File: src/rtl/serial_rx_pkg.sv
`timescale 1ns/1ps
package serial_rx_pkg;

    typedef enum logic [2:0] {
        S_IDLE,
        S_START,
        S_DATA,
        S_PARITY,
        S_STOP1,
        S_STOP2,
        S_BRKWAIT
    } rx_state_t;

    typedef struct packed {
        logic       brk;
        logic       ferr;
        logic       perr;
        logic [7:0] data;
    } rx_entry_t;

endpackage

File: src/rtl/serial_rx_framer.sv
`timescale 1ns/1ps
module serial_rx_framer
    import serial_rx_pkg::*;
#(
    parameter int OSR = 16
) (
    input  logic      clk,
    input  logic      rst_n,
    input  logic      tick16,
    input  logic      rxd,
    input  logic [1:0] cfg_wlen,
    input  logic      cfg_par_en,
    input  logic      cfg_par_even,
    input  logic      cfg_stop2,
    output logic      push,
    output rx_entry_t push_entry
);
    localparam int CW = $clog2(OSR);
    localparam logic [CW-1:0] MID_LAST = CW'(OSR / 2 - 1);
    localparam logic [CW-1:0] BIT_LAST = CW'(OSR - 1);

    rx_state_t     state, state_nxt;
    logic [CW-1:0] cnt;
    logic [2:0]    bitidx;
    logic [7:0]    shreg;
    logic          par_bit;
    logic          bit_end;
    logic          last_data;
    logic          zero_frame;
    logic          perr_calc;

    assign bit_end    = tick16 && (cnt == BIT_LAST);
    assign last_data  = (bitidx == ({1'b0, cfg_wlen} + 3'd4));
    assign zero_frame = (shreg == 8'd0) && !par_bit;
    assign perr_calc  = cfg_par_en && ((^shreg ^ par_bit) == cfg_par_even);

    always_comb begin
        state_nxt = state;
        unique case (state)
            S_IDLE:    if (tick16 && !rxd) state_nxt = S_START;
            S_START:   if (tick16 && cnt == MID_LAST) state_nxt = rxd ? S_IDLE : S_DATA;
            S_DATA:    if (bit_end && last_data) state_nxt = cfg_par_en ? S_PARITY : S_STOP1;
            S_PARITY:  if (bit_end) state_nxt = S_STOP1;
            S_STOP1: begin
                if (bit_end) begin
                    if (!rxd && zero_frame)    state_nxt = S_BRKWAIT;
                    else if (rxd && cfg_stop2) state_nxt = S_STOP2;
                    else                       state_nxt = S_IDLE;
                end
            end
            S_STOP2:   if (bit_end) state_nxt = S_IDLE;
            S_BRKWAIT: if (rxd) state_nxt = S_IDLE;
            default:   state_nxt = S_IDLE;
        endcase
    end

    always_ff @(posedge clk) begin
        if (!rst_n) state <= S_IDLE;
        else        state <= state_nxt;
    end

    always_ff @(posedge clk) begin
        if (!rst_n) begin
            cnt        <= '0;
            bitidx     <= '0;
            shreg      <= '0;
            par_bit    <= 1'b0;
            push       <= 1'b0;
            push_entry <= '0;
        end else begin
            push <= 1'b0;
            if (state == S_IDLE || state == S_BRKWAIT) begin
                cnt <= '0;
            end else if (tick16) begin
                cnt <= (state_nxt != state || cnt == BIT_LAST) ? '0 : cnt + 1'b1;
            end
            if (state == S_IDLE && state_nxt == S_START) begin
                shreg   <= '0;
                bitidx  <= '0;
                par_bit <= 1'b0;
            end
            if (state == S_DATA && bit_end) begin
                shreg[bitidx] <= rxd;
                bitidx        <= bitidx + 3'd1;
            end
            if (state == S_PARITY && bit_end) par_bit <= rxd;
            if (state == S_STOP1 && bit_end) begin
                if (!rxd && zero_frame) begin
                    push       <= 1'b1;
                    push_entry <= '{brk: 1'b1, ferr: 1'b1, perr: 1'b0, data: 8'd0};
                end else if (!rxd || !cfg_stop2) begin
                    push       <= 1'b1;
                    push_entry <= '{brk: 1'b0, ferr: !rxd, perr: perr_calc, data: shreg};
                end
            end
            if (state == S_STOP2 && bit_end) begin
                push       <= 1'b1;
                push_entry <= '{brk: 1'b0, ferr: !rxd, perr: perr_calc, data: shreg};
            end
        end
    end

    AST_FALSE_START: assert property (@(posedge clk) disable iff (!rst_n)
        (state == S_START && tick16 && cnt == MID_LAST && rxd) |=> (state == S_IDLE && !push));
    AST_DATA_MASK: assert property (@(posedge clk) disable iff (!rst_n)
        push |-> ((push_entry.data >> ({2'b00, cfg_wlen} + 4'd5)) == 8'd0));
    AST_BRK_ZERO: assert property (@(posedge clk) disable iff (!rst_n)
        (push && push_entry.brk) |-> (push_entry.data == 8'd0 && push_entry.ferr && !push_entry.perr));
    AST_BRK_HOLD: assert property (@(posedge clk) disable iff (!rst_n)
        (state == S_BRKWAIT && !rxd) |=> !push);

endmodule

File: src/rtl/serial_rx_fifo.sv
`timescale 1ns/1ps
module serial_rx_fifo #(
    parameter int DEPTH = 64,
    parameter int W     = 11
) (
    input  logic                       clk,
    input  logic                       rst_n,
    input  logic                       push,
    input  logic [W-1:0]               wdata,
    input  logic                       pop,
    input  logic                       ovr_clr,
    output logic [W-1:0]               head,
    output logic [$clog2(DEPTH):0]     count,
    output logic                       ovr
);
    localparam int AW = $clog2(DEPTH);
    localparam logic [AW:0] FULL_CNT = (AW + 1)'(DEPTH);

    logic [W-1:0]  mem [DEPTH];
    logic [AW-1:0] wptr, rptr;
    logic          full, do_wr, do_rd;

    assign full  = (count == FULL_CNT);
    assign do_wr = push && !full;
    assign do_rd = pop && (count != '0);
    assign head  = mem[rptr];

    always_ff @(posedge clk) begin
        if (do_wr) mem[wptr] <= wdata;
    end

    always_ff @(posedge clk) begin
        if (!rst_n) begin
            wptr  <= '0;
            rptr  <= '0;
            count <= '0;
            ovr   <= 1'b0;
        end else begin
            if (do_wr) wptr <= wptr + 1'b1;
            if (do_rd) rptr <= rptr + 1'b1;
            count <= count + (do_wr ? 1'b1 : 1'b0) - (do_rd ? 1'b1 : 1'b0);
            if (push && full) ovr <= 1'b1;
            else if (ovr_clr) ovr <= 1'b0;
        end
    end

    AST_NO_OVERFLOW: assert property (@(posedge clk) disable iff (!rst_n)
        count <= FULL_CNT);
    AST_OVR_STICKY: assert property (@(posedge clk) disable iff (!rst_n)
        (ovr && !ovr_clr) |=> ovr);
    AST_FULL_KEEP: assert property (@(posedge clk) disable iff (!rst_n)
        (full && push && !pop) |=> (count == FULL_CNT && $stable(rptr)));

endmodule

File: src/rtl/serial_rx_trigger.sv
`timescale 1ns/1ps
module serial_rx_trigger #(
    parameter int CW = 7,
    parameter int L0 = 8,
    parameter int L1 = 16,
    parameter int L2 = 56,
    parameter int L3 = 60
) (
    input  logic [CW-1:0] count,
    input  logic [1:0]    sel,
    output logic          req
);
    logic [CW-1:0] level;

    always_comb begin
        unique case (sel)
            2'd0:    level = CW'(L0);
            2'd1:    level = CW'(L1);
            2'd2:    level = CW'(L2);
            default: level = CW'(L3);
        endcase
        req = (count >= level);
    end

endmodule

File: src/rtl/serial_rx_unit.sv
`timescale 1ns/1ps
module serial_rx_unit
    import serial_rx_pkg::*;
#(
    parameter int OSR   = 16,
    parameter int DEPTH = 64
) (
    input  logic       clk,
    input  logic       rst_n,
    input  logic       tick16,
    input  logic       rxd,
    input  logic [1:0] cfg_wlen,
    input  logic       cfg_par_en,
    input  logic       cfg_par_even,
    input  logic       cfg_stop2,
    input  logic [1:0] cfg_trig,
    input  logic       rd_en,
    input  logic       ovr_clr,
    output logic       rd_valid,
    output logic [7:0] rd_data,
    output logic       rd_perr,
    output logic       rd_ferr,
    output logic       rd_brk,
    output logic       overrun,
    output logic       trig_req
);
    localparam int CW = $clog2(DEPTH) + 1;
    localparam int EW = $bits(rx_entry_t);

    logic          push;
    rx_entry_t     push_entry, head;
    logic [CW-1:0] count;

    serial_rx_framer #(.OSR(OSR)) u_framer (
        .clk(clk), .rst_n(rst_n), .tick16(tick16), .rxd(rxd),
        .cfg_wlen(cfg_wlen), .cfg_par_en(cfg_par_en),
        .cfg_par_even(cfg_par_even), .cfg_stop2(cfg_stop2),
        .push(push), .push_entry(push_entry)
    );

    serial_rx_fifo #(.DEPTH(DEPTH), .W(EW)) u_fifo (
        .clk(clk), .rst_n(rst_n), .push(push), .wdata(push_entry),
        .pop(rd_en), .ovr_clr(ovr_clr), .head(head), .count(count),
        .ovr(overrun)
    );

    serial_rx_trigger #(.CW(CW)) u_trig (
        .count(count), .sel(cfg_trig), .req(trig_req)
    );

    assign rd_valid = (count != '0);
    assign rd_data  = head.data;
    assign rd_perr  = head.perr;
    assign rd_ferr  = head.ferr;
    assign rd_brk   = head.brk;

    AST_TRIG_TOP: assert property (@(posedge clk) disable iff (!rst_n)
        (count == CW'(DEPTH)) |-> trig_req);
    AST_EMPTY_QUIET: assert property (@(posedge clk) disable iff (!rst_n)
        !rd_valid |-> !trig_req);

endmodule

File: config.mk
export PLATFORM = sky130hd
export DESIGN_NAME = serial_rx_unit
export DESIGN_NICKNAME = d
export VERILOG_FILES = /design/src/rtl/serial_rx_pkg.sv /design/src/rtl/serial_rx_framer.sv /design/src/rtl/serial_rx_fifo.sv /design/src/rtl/serial_rx_trigger.sv /design/src/rtl/serial_rx_unit.sv
export SDC_FILE = /design/constraint.sdc
export NUM_CORES = 1
export LEC_CHECK = 0
export ABC_CLOCK_PERIOD_IN_PS = 3550
export BUFFER_PORTS_ARGS = -buffer_cell sky130_fd_sc_hd__clkbuf_2
export CAP_MARGIN = 20
export CORE_MARGIN = 4
export CORE_UTILIZATION = 25
export DETAILED_ROUTE_END_ITERATION = 8
export SLEW_MARGIN = 25
export SYNTH_ARGS = -nofsm -noshare
export SYNTH_HDL_FRONTEND = slang
export SYNTH_SLANG_ARGS = --single-unit
File: constraint.sdc
create_clock -name clk -period 3.55 [get_ports clk]
set_clock_uncertainty 0.05 [all_clocks]
set_input_delay 0 -clock clk [delete_from_list [all_inputs] [get_ports clk]]
set_output_delay 0 -clock clk [all_outputs]
set_load 0.02 [all_outputs]
# [Yosys cells after proc, flatten, opt, wreduce, memory -nomap -nowiden]
# Memories as Yosys holds them, arrays and structs flattened. A register that Yosys moved wholly into a read port is not among the register bits.
# Index checks and enable logic that the tools add are counted.
[op_classes] n_bitwise=2 n_addsub=7 mux=40 n_reduce_logical=39 n_eq_ne=15 n_lt_le_gt_ge=3
[ops] op="two-way mux 3 bit" count=12
[ops] op="two-way mux 8 bit" count=3
[ops] op="two-way mux 11 bit" count=2
[ops] op="one-hot mux 3 bit (7 select lines)" count=1
[ops] op="two-way mux 10 bit" count=2
[ops] op="one-hot mux 6 bit (3 select lines)" count=1
[ops] op="logical AND 1 bit" count=17
[ops] op="two-way mux 1 bit" count=13
[ops] op="adder 6 x 1 -> 6 bit, second input constant" count=2
[ops] op="two-way mux 6 bit" count=2
[ops] op="nonzero test 2 bit" count=5
[ops] op="equality test 3 bit, second input constant" count=3
[ops] op="bitwise mux 8 bit" count=1
[ops] op="logical NOT 8 bit" count=1
[ops] op="parity 8 bit" count=1
[ops] op="adder 7 bit" count=1
[ops] op="equality test 7 bit, second input constant" count=1
[ops] op="greater-or-equal comparator 7 x 6 -> 1 bit" count=1
[ops] op="nonzero test 7 bit" count=1
[ops] op="subtractor 7 bit" count=1
[ops] op="equality test 3 x 1 -> 1 bit, second input constant" count=2
[ops] op="equality test 3 x 2 -> 1 bit, second input constant" count=2
[ops] op="adder 4 x 1 -> 4 bit, second input constant" count=1
[ops] op="equality test 4 x 3 -> 1 bit, second input constant" count=1
[ops] op="22 further kinds" count=29
[word_totals] memories=1 regBits=51 ram_bits=704 elab_cells=121 output_inout_bits=14 input_bits=13
[memory_table] name="u_fifo.mem" depth=64 width=11 read_ports=1 rd_ports_with_merged_regs=1 wr=1 line="serial_rx_fifo.sv:19" source="logic [W-1:0] mem [DEPTH];"

# [Logic depth before layout (Yosys ltp)]
[depth] ltp_word=12 ltp_mapped=17 depth_no_buf=16

# [Modules after synthesis]
# From an unflattened synthesis, not the netlist that was laid out.
[hier_totals] hier_cells=1566 area_unflattened_um2=30175.2
[modules_own_cells] mod="serial_rx_fifo" seq_area_each_um2=21660.8 cells_per_inst=1326 area_each_um2=28308.4 n_inst=1
[modules_own_cells] mod="serial_rx_framer" seq_area_each_um2=620.6 cells_per_inst=222 area_each_um2=1736.7 n_inst=1
[modules_own_cells] mod="serial_rx_trigger" seq_area_each_um2=0.0 cells_per_inst=15 area_each_um2=115.1 n_inst=1
[modules_own_cells] mod="serial_rx_unit" seq_area_each_um2=0.0 cells_per_inst=3 area_each_um2=15.0 n_inst=1

# [Least setup slack after synthesis]
# OpenSTA, ideal clock, no wires.
[synth_timing] path_type="register -> register" start="reg u_fifo.count[4]" end="reg u_fifo.count[6]" setup_ps=116 path_stages_with_launch=18 required_ps=3384 path_buffers=1 synth_period_minus_slack_ps=3230 arrival_time_ps=3064 setup_slack_ps=320 cell_sequence="dfxtp_1 -> inv_1 -> ha_1 -> and4bb_2 -> nand2b_1 -> and2_1 -> clkbuf_1 -> ha_1 -> inv_1 -> ha_1 -> inv_1 -> fa_1 -> nand2b_1 -> a21oi_1 -> o21ai_0 -> a21oi_1 -> o21ai_0 -> and3_1"
[synth_between] word_cells_on_any_way=9 classes_between="add/sub: 2; eq/ne: 1; mux: 2; reduce/logical: 4"
[synth_lines] element="from (decl)" line="serial_rx_fifo.sv:13" source="output logic [$clog2(DEPTH):0] count,"
[synth_lines] element="from (signal assigned)" line="serial_rx_fifo.sv:41" source="count <= count + (do_wr ? 1'b1 : 1'b0) - (do_rd ? 1'b1 : 1'b0);"
[synth_lines] element="nonzero test 7 bit"
[synth_lines] element="named net rd_valid" line="serial_rx_unit.sv:19" source="output logic rd_valid,"
[synth_lines] element="logical AND 1 bit" line="serial_rx_fifo.sv:25" source="assign do_rd = pop && (count != '0);"
[synth_lines] element="named net u_fifo.do_rd" line="serial_rx_fifo.sv:21" source="logic full, do_wr, do_rd;"
[synth_lines] element="two-way mux 1 bit" line="serial_rx_fifo.sv:41"
[synth_lines] element="subtractor 7 bit" line="serial_rx_fifo.sv:41"
# The timed path passes the listed nets, and every way through them passes these cells.
# A chain may end at the register's enable or synchronous reset.

==> qor.yml <==
status:
  outcome: "complete, no violations"
clocking:
  cts_tree: "built"
  path_clk_slew_ps: 50
  cts-root-buf: "clkbuf_16"
  clock_latency_ps: 600
  cts.path.max_buffers: 3
  cts_buffers: 76
  cts.sinks: 761
  htree_levels: 3
timing:
  hold_viol: 0
  fmax_mhz: 294
  setup_viol: 0
  final_max_slew_viol_count: 0
  rsz0062_at_grt: "no"
  slew_headroom_pct: 30.7
  finalWorstPathRequiredPeriod_ps: 3400
  tightest_slew_ps: 1040
  finalCritPeriodShare_pct: 95.8
  final.setup.tns_ps: 0
setup_path:
  worstReg2RegStart: "u_fifo.count[4]"
  crit_required_ps: 3500
  critPathMaxFanout: 55
  worst-r2r-setup-slack_ps: 260
  path_class: "reg2out"
  rr_endpoint: "u_fifo.count[6]"
  end_kind: "output pin"
  crit_path_start_kind: "register"
  rr_worst_depth: 16
  crit_arrival_ps: 3350
global_routing:
  antenna_found_initial: 1
  grtUsageMet1_pct: 15.0
  grt_max_degree: 60
  use_met3_pct: 1.75
  grt_pass1_wl_mm: 104
  grt_pass1_vias: 15700
  track_usage_pct: 10.9
  grt_use_met2_pct: 18.0
  busiest_layer: "met2"
  grt-ovfl-total: 0
drt:
  drc: 0
  wl_mm: 69.8
  vias_per_cell: 4.55
  antenna_left: 0
  vias: 15100
  drtIter0Drc: 1550
  firstDrtPassIters: 8
  wire_per_inst_um: 21.0
yosys:
  yosys_warnings: 0
  syn-num-nets: 1567
  seq_area_frac_synth_pct: 74.3
  netlist_instances: 1532
  synth_common_cells: "704 x edfxtp_1, 180 x mux4_2, 85 x nor2_1"
  synth.area.top_cells: "edfxtp_1 70%, mux4_2 14%, dfxtp_1 3.8%"
  synth_area_per_cell_um2: 19.6
  synth-simple-area-share_pct: 4.79
  synth_seq_cells: 761
  synth_cell_types: 56
  synth_compound_area_share_pct: 3.36
  yosysTopAreaCell: "edfxtp_1"
  synth-edff-count: 704
  syn_area_um2: 30000
  synth_top_family_by_area: "multiplexers"
  yosys.area.top_type_share_pct: 70.5
  yosys.cell_count.top_type: "edfxtp_1"
  synth_top_flop_cell: "edfxtp_1"
  muxShareOfSynthArea_pct: 14.4
  synth_xor_xnor_area_share_pct: 0.525
  synthAdderAreaFrac_pct: 0.942
  synth_async_sr_flop_share_pct: 0
finish:
  stdcell_area_um2: 35100
  num_antenna_cells: 0
  fin_nets: 1700
  fin_util_pct: 29.6
  drive_above_1_share_pct: 25.5
  seqCellArea_um2: 22300
  num-fill-cells: 11700
  multiInputGateArea_um2: 7220
  area_delta_synth_final_pct: 17.1
floorplan:
  num_rows: 126
  die_h_um: 354
  core_um2: 119000
  start_util_pct: 25.3
  dieArea_um2: 126000
  ios: 27
  die-width_um: 354
power_and_ir_drop:
  leakage_nw: 8.89
  ir_worst_vdd_v: 0.000440
  power_density_nw_per_um2: 547
hold_path:
  hold_depth: 5
  hold_path.class: "in2reg"
  hold_start: "rd_en"
place:
  port-buffer-count: 26
  place_area_um2: 32600
  place.detailed.hpwl_mm: 44.0
  place_congestion: 0.817
job:
  cap_violations: 0
-- worst max path at each step --
stage                            endpoint  cells after the start
after floorplan           u_fifo.count[6]                     17
after global routing              rd_ferr                      7
after global placement    u_fifo.count[6]                     16
after detailed placement  u_fifo.count[6]                     16
after CTS                         rd_ferr                      7
final                          rd_data[4]                      7
-- per-layer routing --
layer  up-vias  routed length, µm
met5         -                  0
met4         0               1480
met3        92               4400
met2       525              33800
met1      7968              30200
li1       6521                  -
-- worst max-delay path, cell delays in order, from the launching register on --
cell,delay [ps]
dfxtp_4,580
buf_12,380
mux4_2,400
mux4_2,530
mux2i_1,290
o31ai_1,190
buf_4,210
clkbuf_2,150
-- report_power, final --
part | internal, mW | total, mW | switching (mW)
clock | 4.55 | 7.80 | 3.25
combinational | 0.762 | 1.65 | 0.885
sequential | 9.69 | 9.79 | 0.0933
-- metrics by stage --
stage | hold slack [ps] | cells | worst slack (ps) | power [mW]
2_1_floorplan | 94.5 | 1532 | 320 | 11.2
3_3_place_gp | 255 | 3179 | 489 | 11.6
3_5_place_dp | 257 | 3179 | 331 | 11.6
4_1_cts | 16.6 | 3323 | 89.9 | 19.4
5_1_grt | 52.2 | 3323 | 6.95 | 20.0
6_report | 44.6 | 3323 | 149 | 19.2
-- kinds of logic after synthesis --
group,Yosys count
AO/OA/AOI/OAI,144
XOR/XNOR,18
adder cells (fa/ha/maj),22
buffers and inverters,107
flip-flops,761
multiplexers,207
AND/OR/NAND/NOR,273
-- cells in the final DEF (no fill, tap or decap), drive strengths merged, types with 27 or more instances in the layout --
| cell type | Yosys | layout |
|---|---|---|
| edfxtp | 704 | 704 |
| nand3 | 42 | 42 |
| buf | 48 | 105 |
| mux4 | 180 | 180 |
| dfxtp | 57 | 57 |
| nor2 | 85 | 85 |
| nand2 | 28 | 28 |
| clkbuf | 36 | 128 |
| mux2i | 27 | 27 |
| a22oi | 50 | 50 |
-- state kept, by name, summed over array words and instances (netlist names), named ones only --
name,flops
u_framer.par_bit,1
u_fifo.rptr,6
u_fifo.count,7
u_framer.push,1
u_framer.push_entry,11
u_framer.bitidx,3
u_framer.cnt,4
u_fifo.wptr,6
u_fifo.mem,704
u_framer.shreg,8
u_framer.state,3
u_fifo.ovr,1
-- cell type report --
| type | instances | area share, % |
|---|---|---|
| flip-flops and latches | 761 | 63.5 |
| multi-input cells | 664 | 20.5 |
| clock buffers | 102 | 5.90 |
| well taps | 1600 | 5.70 |
| repair buffers | 139 | 3.17 |
| clock inverters | 34 | 0.951 |
| inverters | 23 | 0.246 |
-- what timing repair did --
| action | in CTS | in global routing |
|---|---|---|
| hold endpoints to repair | 21 | 0 |
| setup buffers | 0 | 0 |
| hold buffers | 8 | 0 |
| resized for setup | 0 | 4 |
| setup endpoints to repair | 0 | 3 |
Power figures use the tool's default switching activity.
